$ cat src/rtl/bufecc_fixup_pkg.sv
package bufecc_fixup_pkg;

   localparam logic [1:0] FLD_SINGLE = 2'b01;
   localparam logic [1:0] FLD_DOUBLE = 2'b10;

   typedef enum logic [2:0] {
      ST_IDLE,
      ST_RD_MAIN,
      ST_WR_MAIN,
      ST_RD_SPARE,
      ST_WR_SPARE,
      ST_FIN
   } fix_state_e;

   typedef struct packed {
      logic fix_main;
      logic fix_spare;
      logic uncorr;
   } fix_plan_t;

endpackage

$ cat src/rtl/bufecc_fixup_decide.sv
module bufecc_fixup_decide
   import bufecc_fixup_pkg::*;
(
   input  logic      clk,
   input  logic      rst_n,
   input  logic      take_i,
   input  logic [3:0] status_i,
   input  logic      spare_only_i,
   input  logic      hist_mode_i,
   output fix_plan_t plan_o
);

   logic [1:0] main_fld, spare_fld;
   logic       two_bit, main_one, spare_one;
   logic       seen_main_q, seen_spare_q;

   always_comb begin
      main_fld  = status_i[3:2];
      spare_fld = status_i[1:0];
      two_bit   = (main_fld == FLD_DOUBLE) || (spare_fld == FLD_DOUBLE);
      main_one  = (main_fld == FLD_SINGLE);
      spare_one = (spare_fld == FLD_SINGLE);
      plan_o.uncorr    = two_bit;
      plan_o.fix_main  = !two_bit && main_one && !spare_only_i
                         && (!hist_mode_i || seen_main_q);
      plan_o.fix_spare = !two_bit && spare_one
                         && (!hist_mode_i || seen_spare_q);
   end

   // per-region memory of the previous accepted result
   always_ff @(posedge clk or negedge rst_n) begin
      if (!rst_n) begin
         seen_main_q  <= 1'b0;
         seen_spare_q <= 1'b0;
      end else if (take_i) begin
         seen_main_q  <= main_one;
         seen_spare_q <= spare_one;
      end
   end

endmodule

$ cat src/rtl/bufecc_fixup_addr.sv
module bufecc_fixup_addr #(
   parameter  int ADDR_W       = 11,
   parameter  int DATA_W       = 16,
   parameter  int BUF_CNT      = 4,
   parameter  int MAIN_STRIDE  = 256,
   parameter  int SPARE_STRIDE = 8,
   parameter  int MAIN_BASE    = 0,
   parameter  int SPARE_BASE   = 1024,
   localparam int BIT_W        = $clog2(DATA_W),
   localparam int BUF_W        = $clog2(BUF_CNT),
   localparam int MLOC_W       = BIT_W + $clog2(MAIN_STRIDE),
   localparam int SLOC_W       = BIT_W + $clog2(SPARE_STRIDE)
) (
   input  logic [BUF_W-1:0]  buf_sel_i,
   input  logic [MLOC_W-1:0] main_loc_i,
   input  logic [SLOC_W-1:0] spare_loc_i,
   input  logic              sel_spare_i,
   output logic [ADDR_W-1:0] addr_o,
   output logic [DATA_W-1:0] mask_o
);

   logic [ADDR_W-1:0] main_addr, spare_addr;
   logic [BIT_W-1:0]  bit_pos;

   always_comb begin
      main_addr  = ADDR_W'(MAIN_BASE)
                 + ADDR_W'(main_loc_i[MLOC_W-1:BIT_W])
                 + ADDR_W'(buf_sel_i) * ADDR_W'(MAIN_STRIDE);
      spare_addr = ADDR_W'(SPARE_BASE)
                 + ADDR_W'(spare_loc_i[SLOC_W-1:BIT_W])
                 + ADDR_W'(buf_sel_i) * ADDR_W'(SPARE_STRIDE);
      addr_o     = sel_spare_i ? spare_addr : main_addr;
      bit_pos    = sel_spare_i ? spare_loc_i[BIT_W-1:0] : main_loc_i[BIT_W-1:0];
      mask_o     = DATA_W'(1) << bit_pos;
   end

endmodule

$ cat src/rtl/bufecc_fixup_seq.sv
module bufecc_fixup_seq
   import bufecc_fixup_pkg::*;
(
   input  logic      clk,
   input  logic      rst_n,
   input  logic      start_i,
   input  fix_plan_t plan_i,
   output logic      take_o,
   output logic      busy_o,
   output logic      done_o,
   output logic      uncorr_o,
   output logic      rd_o,
   output logic      wr_o,
   output logic      sel_spare_o
);

   fix_state_e state_q;
   fix_plan_t  plan_q;

   assign take_o = (state_q == ST_IDLE) && start_i;

   always_ff @(posedge clk or negedge rst_n) begin
      if (!rst_n) begin
         state_q <= ST_IDLE;
         plan_q  <= '0;
      end else begin
         unique case (state_q)
            ST_IDLE: if (start_i) begin
               plan_q <= plan_i;
               if (plan_i.fix_main)       state_q <= ST_RD_MAIN;
               else if (plan_i.fix_spare) state_q <= ST_RD_SPARE;
               else                       state_q <= ST_FIN;
            end
            ST_RD_MAIN:  state_q <= ST_WR_MAIN;
            ST_WR_MAIN:  state_q <= plan_q.fix_spare ? ST_RD_SPARE : ST_FIN;
            ST_RD_SPARE: state_q <= ST_WR_SPARE;
            ST_WR_SPARE: state_q <= ST_FIN;
            ST_FIN:      state_q <= ST_IDLE;
            default:     state_q <= ST_IDLE;
         endcase
      end
   end

   always_comb begin
      busy_o      = (state_q != ST_IDLE);
      done_o      = (state_q == ST_FIN);
      rd_o        = (state_q == ST_RD_MAIN) || (state_q == ST_RD_SPARE);
      wr_o        = (state_q == ST_WR_MAIN) || (state_q == ST_WR_SPARE);
      sel_spare_o = (state_q == ST_RD_SPARE) || (state_q == ST_WR_SPARE);
      uncorr_o    = plan_q.uncorr;
   end

endmodule

$ cat src/rtl/bufecc_fixup.sv
module bufecc_fixup
   import bufecc_fixup_pkg::*;
#(
   parameter int ADDR_W       = 11,
   parameter int DATA_W       = 16,
   parameter int BUF_CNT      = 4,
   parameter int MAIN_STRIDE  = 256,
   parameter int SPARE_STRIDE = 8,
   parameter int MAIN_BASE    = 0,
   parameter int SPARE_BASE   = 1024
) (
   input  logic                                           clk,
   input  logic                                           rst_n,
   input  logic                                           start_i,
   input  logic [$clog2(BUF_CNT)-1:0]                     buf_sel_i,
   input  logic                                           spare_only_i,
   input  logic                                           hist_mode_i,
   input  logic [3:0]                                     status_i,
   input  logic [$clog2(DATA_W)+$clog2(MAIN_STRIDE)-1:0]  main_loc_i,
   input  logic [$clog2(DATA_W)+$clog2(SPARE_STRIDE)-1:0] spare_loc_i,
   output logic                                           busy_o,
   output logic                                           done_o,
   output logic                                           uncorr_o,
   output logic                                           ram_rd_o,
   output logic                                           ram_wr_o,
   output logic [ADDR_W-1:0]                              ram_addr_o,
   output logic [DATA_W-1:0]                              ram_wdata_o,
   input  logic [DATA_W-1:0]                              ram_rdata_i
);

   localparam int BIT_W  = $clog2(DATA_W);
   localparam int BUF_W  = $clog2(BUF_CNT);
   localparam int MLOC_W = BIT_W + $clog2(MAIN_STRIDE);
   localparam int SLOC_W = BIT_W + $clog2(SPARE_STRIDE);

   // elaboration-time parameter checks
   if ((1 << BIT_W) != DATA_W) begin : g_chk_data_w
      $error("DATA_W must be a power of two");
   end
   if ((1 << $clog2(MAIN_STRIDE)) != MAIN_STRIDE ||
       (1 << $clog2(SPARE_STRIDE)) != SPARE_STRIDE) begin : g_chk_stride
      $error("region strides must be powers of two");
   end
   if (MAIN_BASE + MAIN_STRIDE * BUF_CNT > SPARE_BASE) begin : g_chk_overlap
      $error("data region overlaps spare region");
   end
   if (SPARE_BASE + SPARE_STRIDE * BUF_CNT > (1 << ADDR_W)) begin : g_chk_fit
      $error("spare region exceeds address space");
   end

   fix_plan_t         plan;
   logic              take, sel_spare;
   logic [BUF_W-1:0]  buf_q;
   logic [MLOC_W-1:0] mloc_q;
   logic [SLOC_W-1:0] sloc_q;
   logic [DATA_W-1:0] flip_mask;

   always_ff @(posedge clk or negedge rst_n) begin
      if (!rst_n) begin
         buf_q  <= '0;
         mloc_q <= '0;
         sloc_q <= '0;
      end else if (take) begin
         buf_q  <= buf_sel_i;
         mloc_q <= main_loc_i;
         sloc_q <= spare_loc_i;
      end
   end

   bufecc_fixup_decide u_decide (
      .clk          (clk),
      .rst_n        (rst_n),
      .take_i       (take),
      .status_i     (status_i),
      .spare_only_i (spare_only_i),
      .hist_mode_i  (hist_mode_i),
      .plan_o       (plan)
   );

   bufecc_fixup_seq u_seq (
      .clk         (clk),
      .rst_n       (rst_n),
      .start_i     (start_i),
      .plan_i      (plan),
      .take_o      (take),
      .busy_o      (busy_o),
      .done_o      (done_o),
      .uncorr_o    (uncorr_o),
      .rd_o        (ram_rd_o),
      .wr_o        (ram_wr_o),
      .sel_spare_o (sel_spare)
   );

   bufecc_fixup_addr #(
      .ADDR_W       (ADDR_W),
      .DATA_W       (DATA_W),
      .BUF_CNT      (BUF_CNT),
      .MAIN_STRIDE  (MAIN_STRIDE),
      .SPARE_STRIDE (SPARE_STRIDE),
      .MAIN_BASE    (MAIN_BASE),
      .SPARE_BASE   (SPARE_BASE)
   ) u_addr (
      .buf_sel_i   (buf_q),
      .main_loc_i  (mloc_q),
      .spare_loc_i (sloc_q),
      .sel_spare_i (sel_spare),
      .addr_o      (ram_addr_o),
      .mask_o      (flip_mask)
   );

   assign ram_wdata_o = ram_rdata_i ^ flip_mask;

endmodule

$ cat config.mk
export PLATFORM = sky130hd
export DESIGN_NAME = bufecc_fixup
export DESIGN_NICKNAME = d
export VERILOG_FILES = /design/src/rtl/bufecc_fixup_pkg.sv /design/src/rtl/bufecc_fixup_decide.sv /design/src/rtl/bufecc_fixup_addr.sv /design/src/rtl/bufecc_fixup_seq.sv /design/src/rtl/bufecc_fixup.sv
export SDC_FILE = /design/constraint.sdc
export NUM_CORES = 1
export LEC_CHECK = 0
export BUFFER_PORTS_ARGS = -buffer_cell sky130_fd_sc_hd__buf_2
export CAP_MARGIN = 20
export CORE_UTILIZATION = 49
export CTS_CLUSTER_DIAMETER = 40
export DETAILED_ROUTE_END_ITERATION = 6
export GPL_TIMING_DRIVEN = 0
export HOLD_SLACK_MARGIN = 0.1
export PLACE_DENSITY = 0.8
export SETUP_SLACK_MARGIN = 0.5
export SKIP_LAST_GASP = 1
export SYNTH_ARGS = -nofsm -noshare
export SYNTH_HDL_FRONTEND = slang
export SYNTH_SLANG_ARGS = --single-unit
$ cat constraint.sdc
create_clock -name clk -period 2.1 [get_ports clk]
set_clock_uncertainty 0.2 [all_clocks]
set_input_delay 0 -clock clk [delete_from_list [all_inputs] [get_ports clk]]
set_output_delay 0 -clock clk [all_outputs]
set_load 0.01 [all_outputs]
==> After elaboration in Yosys (flattened, before gate mapping) <==
Index checks and enable logic that the tools add are counted.
{ "totals": {"output_inout_bits": 32, "register_bits": 28} }
{ "classes": {"bitwise_logic": 1, "shifts": 1, "n_eq_ne": 10, "n_reduce_logical": 18, "add_sub_neg": 3, "n_mux": 7} }
{ "op_table": {"columns": ["op", "n"], "rows": [
  ["1-bit by 4-bit left shift with 16-bit output, first input constant", 1],
  ["16-bit XOR", 1],
  ["3-bit one-hot mux with 5 select lines", 1],
  ["3-bit 2-to-1 mux", 4],
  ["11-bit by 3-bit adder with 11-bit output, first input constant", 1],
  ["11-bit by 5-bit adder with 11-bit output", 1],
  ["8-bit by 10-bit adder with 11-bit output", 1],
  ["11-bit 2-to-1 mux", 1],
  ["3-bit by 2-bit equality test with 1-bit output, second input constant", 2],
  ["3-bit equality test, second input constant", 2],
  ["1-bit logical AND", 6],
  ["1-bit logical OR", 6],
  ["2-bit by 1-bit equality test with 1-bit output, second input constant", 2],
  ["2-bit equality test, second input constant", 2],
  ["4-bit 2-to-1 mux", 1],
  ["3-bit by 1-bit equality test with 1-bit output, second input constant", 1],
  ["1-bit logical NOT", 3],
  ["3-bit logical NOT", 1],
  ["3-bit nonzero test", 1],
  ["2-bit != test, second input constant", 1],
  ["2-bit AND reduction", 1]
]} }

==> Longest topological paths before layout <==
{ "depth": {"depth_word": 9, "mapped_depth": 8} }

==> Cells and area by module <==
A second synthesis with hierarchy kept.
{ "unflattened": {"hier_cells": 155, "hier_area_um2": 1856.8} }
{ "by_module_without_submodules": {"columns": ["mod", "area_per_inst_um2", "seq_area_each_um2", "cells_each", "n_inst"], "rows": [
  ["bufecc_fixup", 999.7, 525.5, 60, 1],
  ["bufecc_fixup_addr", 410.4, 0.0, 52, 1],
  ["bufecc_fixup_seq", 301.5, 125.1, 28, 1],
  ["bufecc_fixup_decide", 145.1, 50.0, 15, 1]
]} }

==> Worst setup path before layout <==
No wires, ideal clock.
{ "synth_timing": {"path_type": "register to output", "from": "register u_seq.state_q[2]", "to": "output port ram_wdata_o[13]", "setup_slack_ps": 248, "stages_incl_launch_ff": 9, "n_path_buf": 3, "arrival_ps": 1652, "cell_sequence": "dfrtp_1 > buf_6 > buf_8 > nor3b_2 > o21ai_2 > o311ai_2 > buf_6 > nor4b_4 > xor2_1"} }
{ "synth_via": {"elab_chain_cells": 5, "word_cells_on_any_way": 6, "classes_between": "eq/ne (2); shift (1); mux (1); bitwise (1); reduce/logical (1)"} }
{ "synth_rtl": {"columns": ["item", "line_no", "source"], "rows": [
  ["from (decl)", "bufecc_fixup_seq.sv:17", "fix_state_e state_q;"],
  ["from (signal assigned)", "bufecc_fixup_seq.sv:35", "ST_WR_MAIN: state_q <= plan_q.fix_spare ? ST_RD_SPARE : ST_FIN;"],
  ["3-bit by 2-bit equality test with 1-bit output or 3-bit equality test (tied branches)", "bufecc_fixup_seq.sv:49", "sel_spare_o = (state_q == ST_RD_SPARE) || (state_q == ST_WR_SPARE);"],
  ["1-bit logical OR (*)", "bufecc_fixup_seq.sv:49", null],
  ["4-bit 2-to-1 mux (*)", "bufecc_fixup_addr.sv:33", "bit_pos = sel_spare_i ? spare_loc_i[BIT_W-1:0] : main_loc_i[BIT_W-1:0];"],
  ["1-bit by 4-bit left shift with 16-bit output (*)", "bufecc_fixup_addr.sv:34", "mask_o = DATA_W'(1) << bit_pos;"],
  ["16-bit XOR (*)", "bufecc_fixup.sv:111", "assign ram_wdata_o = ram_rdata_i ^ flip_mask;"],
  ["to (decl)", "bufecc_fixup.sv:27", "output logic [DATA_W-1:0] ram_wdata_o,"]
]} }
Mark *: on every way between the ends. The rest lies on a longest branch, timed or not.

==> Worst setup path after layout <==
{ "layout_timing": {"from": "register u_seq.state_q[1]", "to": "output port ram_wdata_o[14]"} }
The elaborated chain is that of the path after synthesis.

==> flow_results.xml <==
<?xml version="1.0" encoding="UTF-8"?>
<metrics>
  <group name="floorplanning">
    <metric name="placementRows" unit="">22</metric>
    <metric name="pin_count" unit="">78</metric>
    <metric name="floorplan.initialDensity" unit="%">53.2</metric>
    <metric name="floorplan.core_area" unit="um2">3800</metric>
    <metric name="dieArea" unit="um2">4380</metric>
    <metric name="floorplan.die.width" unit="um">66.2</metric>
    <metric name="height_of_the_chip" unit="um">66.2</metric>
  </group>
  <group name="flow_run">
    <metric name="cap_viol_max_count" unit="">0</metric>
  </group>
  <group name="clocking">
    <metric name="cts.sinks" unit="">28</metric>
    <metric name="hold_buffers" unit="">46</metric>
    <metric name="cts-root-to-sink-buffers" unit="">2</metric>
    <metric name="cts_max_level" unit="">1</metric>
    <metric name="cts_buffers" unit="">3</metric>
    <metric name="clk_root_buffer_cell" unit="">sky130_fd_sc_hd__clkbuf_8</metric>
    <metric name="clock_tree_from_tritoncts" unit="">done</metric>
    <metric name="clock_pin_slew_reported_for_the_worst_setup_and_hold_paths_after_clock_tree_synthesis" unit="ns">0.10</metric>
    <metric name="worstSkewPairLatency" unit="ns">0.28</metric>
  </group>
  <group name="yosys">
    <metric name="muxShareOfSynthArea" unit="%">4.28</metric>
    <metric name="syn_inst" unit="">220</metric>
    <metric name="post_synth_most_frequent_cells" unit="">sky130_fd_sc_hd__nand2_1, sky130_fd_sc_hd__dfrtp_1, sky130_fd_sc_hd__xor2_1</metric>
    <metric name="ys_ff_latch" unit="">28</metric>
    <metric name="synth.lib_cells_used.distinct" unit="">39</metric>
    <metric name="post_synth_fa_ha_maj_area_fraction" unit="%">0</metric>
    <metric name="synth.most_common_cell" unit="">sky130_fd_sc_hd__nand2_1</metric>
    <metric name="compound_gate_fraction_of_synth_area" unit="%">9.17</metric>
    <metric name="number_of_synthesized_flops_with_an_enable_pin" unit="">0</metric>
    <metric name="syn_nets" unit="">266</metric>
    <metric name="yosys.area_share.simple" unit="%">36.9</metric>
    <metric name="synth-seq-area-share" unit="%">34.7</metric>
    <metric name="yosys_warnings" unit="">0</metric>
    <metric name="async_reset_ff_share" unit="%">100</metric>
    <metric name="synth_top_family_by_area" unit="">simple AND/OR/NAND/NOR gates</metric>
    <metric name="synth.top_cells.by_area" unit="">sky130_fd_sc_hd__dfrtp_1, sky130_fd_sc_hd__nand2_1, sky130_fd_sc_hd__xor2_1</metric>
    <metric name="synth_ff_type" unit="">sky130_fd_sc_hd__dfrtp_1</metric>
    <metric name="yosysTopAreaCellShare" unit="%">34.7</metric>
    <metric name="synth.avg_cell_area" unit="um2">9.18</metric>
    <metric name="synthXorXnorAreaFrac" unit="%">7.37</metric>
    <metric name="netlist_area" unit="um2">2020</metric>
    <metric name="synth_top_cell_by_area" unit="">sky130_fd_sc_hd__dfrtp_1</metric>
  </group>
  <group name="routing">
    <metric name="drt_pass1_iterations" unit="">4</metric>
    <metric name="route.detailed.vias_per_inst" unit="">5.54</metric>
    <metric name="final_antenna_net_count" unit="">0</metric>
    <metric name="routed_wl" unit="mm">8.09</metric>
    <metric name="number_of_vias_after_detailed_routing" unit="">2333</metric>
    <metric name="count_of_unresolved_drc_violations_after_routing" unit="">0</metric>
    <metric name="first_iter_violations" unit="">150</metric>
    <metric name="routed_wire_length_per_instance" unit="um">19.2</metric>
  </group>
  <group name="critical_path">
    <metric name="endpoint_kind" unit="">output pin</metric>
    <metric name="crit_path_buf_inv_count" unit="">3</metric>
    <metric name="cp_dominant_cell_by_count" unit="">sky130_fd_sc_hd__buf_6</metric>
    <metric name="crit_chain" unit="">buf_6 -&gt; nor3b_4 -&gt; o21ai_2 -&gt; o311ai_4 -&gt; buf_6 -&gt; nor4b_4 -&gt; xor2_1 -&gt; buf_2</metric>
    <metric name="required" unit="ns">1.90</metric>
    <metric name="critPathTopFamily" unit="">buffers and inverters</metric>
    <metric name="worstSetupPathType" unit="">reg2out</metric>
    <metric name="worst_path_max_delay_cell" unit="">sky130_fd_sc_hd__dfrtp_2</metric>
    <metric name="critical_path_peak_fanout" unit="">6</metric>
    <metric name="timing.critical_path.slowest_cell_delay" unit="ns">0.46</metric>
    <metric name="arrival" unit="ns">2.30</metric>
    <metric name="cp-start-kind" unit="">flip-flop</metric>
  </group>
  <group name="power_and_ir_drop">
    <metric name="power.density_cell_area" unit="nW/um2">1610</metric>
    <metric name="leakagePower" unit="uW">0.00173</metric>
    <metric name="worst_vdd_ir" unit="mV">1.04</metric>
  </group>
  <group name="place">
    <metric name="dp_worst_setup_slack" unit="ns">-0.0383</metric>
    <metric name="finalWeightedCongestion" unit="">0.788</metric>
    <metric name="dp_hpwl" unit="mm">3.19</metric>
    <metric name="place.port_buffers" unit="">77</metric>
  </group>
  <group name="global_route">
    <metric name="grt_pass1_vias" unit="">2204</metric>
    <metric name="grt_first_pass_wirelength" unit="mm">10.1</metric>
    <metric name="antenna_found_initial" unit="">0</metric>
    <metric name="total_gr_overflow" unit="">0</metric>
    <metric name="grt_use_total" unit="%">30.9</metric>
    <metric name="largest_net_degree_at_the_start_of_global_routing" unit="">29</metric>
  </group>
  <group name="sta">
    <metric name="holdWs" unit="ns">0.0423</metric>
    <metric name="worst_slew_margin" unit="%">58.5</metric>
    <metric name="unrepaired_setup_endpoints_after_global_routing" unit="">yes</metric>
    <metric name="setup_slack" unit="ns">-0.396</metric>
    <metric name="timing.fmax" unit="MHz">401</metric>
    <metric name="final.min_clock_period" unit="ns">2.50</metric>
    <metric name="timing_hold_violations_final" unit="">0</metric>
    <metric name="worst_slew_pin_tran" unit="ns">0.622</metric>
    <metric name="min_period_over_period" unit="%">119</metric>
    <metric name="timing_max_transition_violations_final" unit="">0</metric>
    <metric name="finalSetupViolCount" unit="">52</metric>
  </group>
  <group name="cells_and_area">
    <metric name="layout-drive-gt1-share" unit="%">48.3</metric>
    <metric name="antenna_cells_inserted" unit="">0</metric>
    <metric name="flow.area_growth_from_synthesis" unit="%">72.7</metric>
    <metric name="fill_cells" unit="">138</metric>
    <metric name="final_net_count" unit="">420</metric>
  </group>
  <group name="status">
    <metric name="outcome" unit="">complete, but fails checks</metric>
    <metric name="failed_checks" unit="">setup timing</metric>
  </group>
  <group name="hold_path">
    <metric name="min_path_type" unit="">in2reg</metric>
  </group>
</metrics>
[final timing paths]
path | start | endpoint | slack [ns] | depth (start not counted)
max | u_seq.state_q[1]$_DFFE_PN0P_ | ram_wdata_o[14] | -0.40 | 8
max in group asynchronous | rst_n | u_seq.state_q[0]$_DFFE_PN0P_ | 0.66 | 3
min reg2reg | mloc_q[5]$_DFFE_PN0P_ | mloc_q[5]$_DFFE_PN0P_ | 0.28 | 2
min | status_i[3] | u_seq.plan_q[1]$_DFFE_PN0P_ | 0.04 | 4
max reg2reg | u_seq.state_q[2]$_DFFE_PN0P_ | sloc_q[5]$_DFFE_PN0P_ | -0.29 | 10
min in group asynchronous | rst_n | u_decide.seen_spare_q$_DFFE_PN0P_ | 0.60 | 3
[state kept, by name, summed over array words and instances (netlist names)]
signal and count:
buf_q 2, u_seq.state_q 3, sloc_q 7, u_seq.uncorr_o 1, u_decide.seen_spare_q 1, mloc_q 12, u_seq.plan_q 1, u_decide.seen_main_q 1
[cell type report]
class / count / area (um2) / area share, %
well taps: 48 / 60.1 / 1.72
inverters: 4 / 15.0 / 0.430
clock inverters: 1 / 30.0 / 0.861
clock buffers: 3 / 41.3 / 1.18
plain buffers: 17 / 168 / 4.81
multi-input cells: 171 / 1400 / 40.1
flip-flops and latches: 28 / 703 / 20.2
repair buffers: 149 / 1070 / 30.8
[per-layer routing]
metal,GRT usage (%),vias to the layer above,part of all wire (%)
met2,61.0,138,53
li1,-,1037,-
met4,8.51,0,3.7
met3,4.66,31,6.1
met1,33.5,1127,37
met5,0,-,0
[through the flow]
stage                     std cells  setup TNS [ns]  util (%)  power (uW)  area, um2
after global routing            421          -17.31      91.8        5890       3490
after CTS                       410           -2.75      88.0        4910       3340
after global placement          345               0      67.7        3790       2570
after detailed placement        345         -0.0383      67.7        3850       2570
after floorplan                 220               0         -        3170       2130
final                           421          -12.69      91.8        5620       3490
[cells by family after synthesis]
kind of cell	count (synthesis)
buffers and inverters	21
xor gates and xnor gates	17
DFF	28
muxes	8
AOI/OAI and AO/OA	21
and+or+nand+nor	125
[placed cells by master, fill, tap and decap left out, types with 4 or more instances in the layout]
cell,synthesis,final
sky130_fd_sc_hd__buf_2,5,81
sky130_fd_sc_hd__nand2_1,71,70
sky130_fd_sc_hd__dlygate4sd3_1,0,46
sky130_fd_sc_hd__dfrtp_1,28,26
sky130_fd_sc_hd__buf_4,1,19
sky130_fd_sc_hd__buf_6,7,15
sky130_fd_sc_hd__and2_1,7,7
sky130_fd_sc_hd__o21ai_2,3,7
sky130_fd_sc_hd__xnor2_2,0,6
sky130_fd_sc_hd__nor2b_1,9,6
sky130_fd_sc_hd__and4bb_2,6,6
sky130_fd_sc_hd__xor2_2,0,6
sky130_fd_sc_hd__mux2_2,5,5
sky130_fd_sc_hd__xor2_1,11,5
sky130_fd_sc_hd__inv_1,4,4
sky130_fd_sc_hd__clkbuf_8,0,4
sky130_fd_sc_hd__nor3b_4,0,4
sky130_fd_sc_hd__o311ai_4,1,4
sky130_fd_sc_hd__nor4b_4,4,4
sky130_fd_sc_hd__nand4b_1,4,4
[report_power, final]
part	leakage (uW)	internal [uW]	switching [uW]
combinational	0.00134	2040	2070
clock	0.0000357	255	171
sequential	0.000350	788	292
total	0.00173	3080	2540
[worst reg2reg max path, stage by stage (launching register included)]
cell and delay (ns):
sky130_fd_sc_hd__dfrtp_1 0.43, sky130_fd_sc_hd__buf_6 0.15, sky130_fd_sc_hd__buf_12 0.14, sky130_fd_sc_hd__buf_2 0.16, sky130_fd_sc_hd__buf_4 0.16, sky130_fd_sc_hd__nor3_2 0.30
sky130_fd_sc_hd__and2_1 0.18, sky130_fd_sc_hd__buf_2 0.15, sky130_fd_sc_hd__buf_2 0.25, sky130_fd_sc_hd__nand2_1 0.10, sky130_fd_sc_hd__nand2_1 0.10
[repair_timing]
action                                  in CTS  in global routing
gates resized for setup                     27                 20
pin swaps                                   21                 19
endpoints found under the setup margin      59                 57
gates cloned                                 5                  1
hold endpoints to repair                    72                  2
setup buffers                               10                 10
No activity file was read; power rests on OpenSTA's default activity.
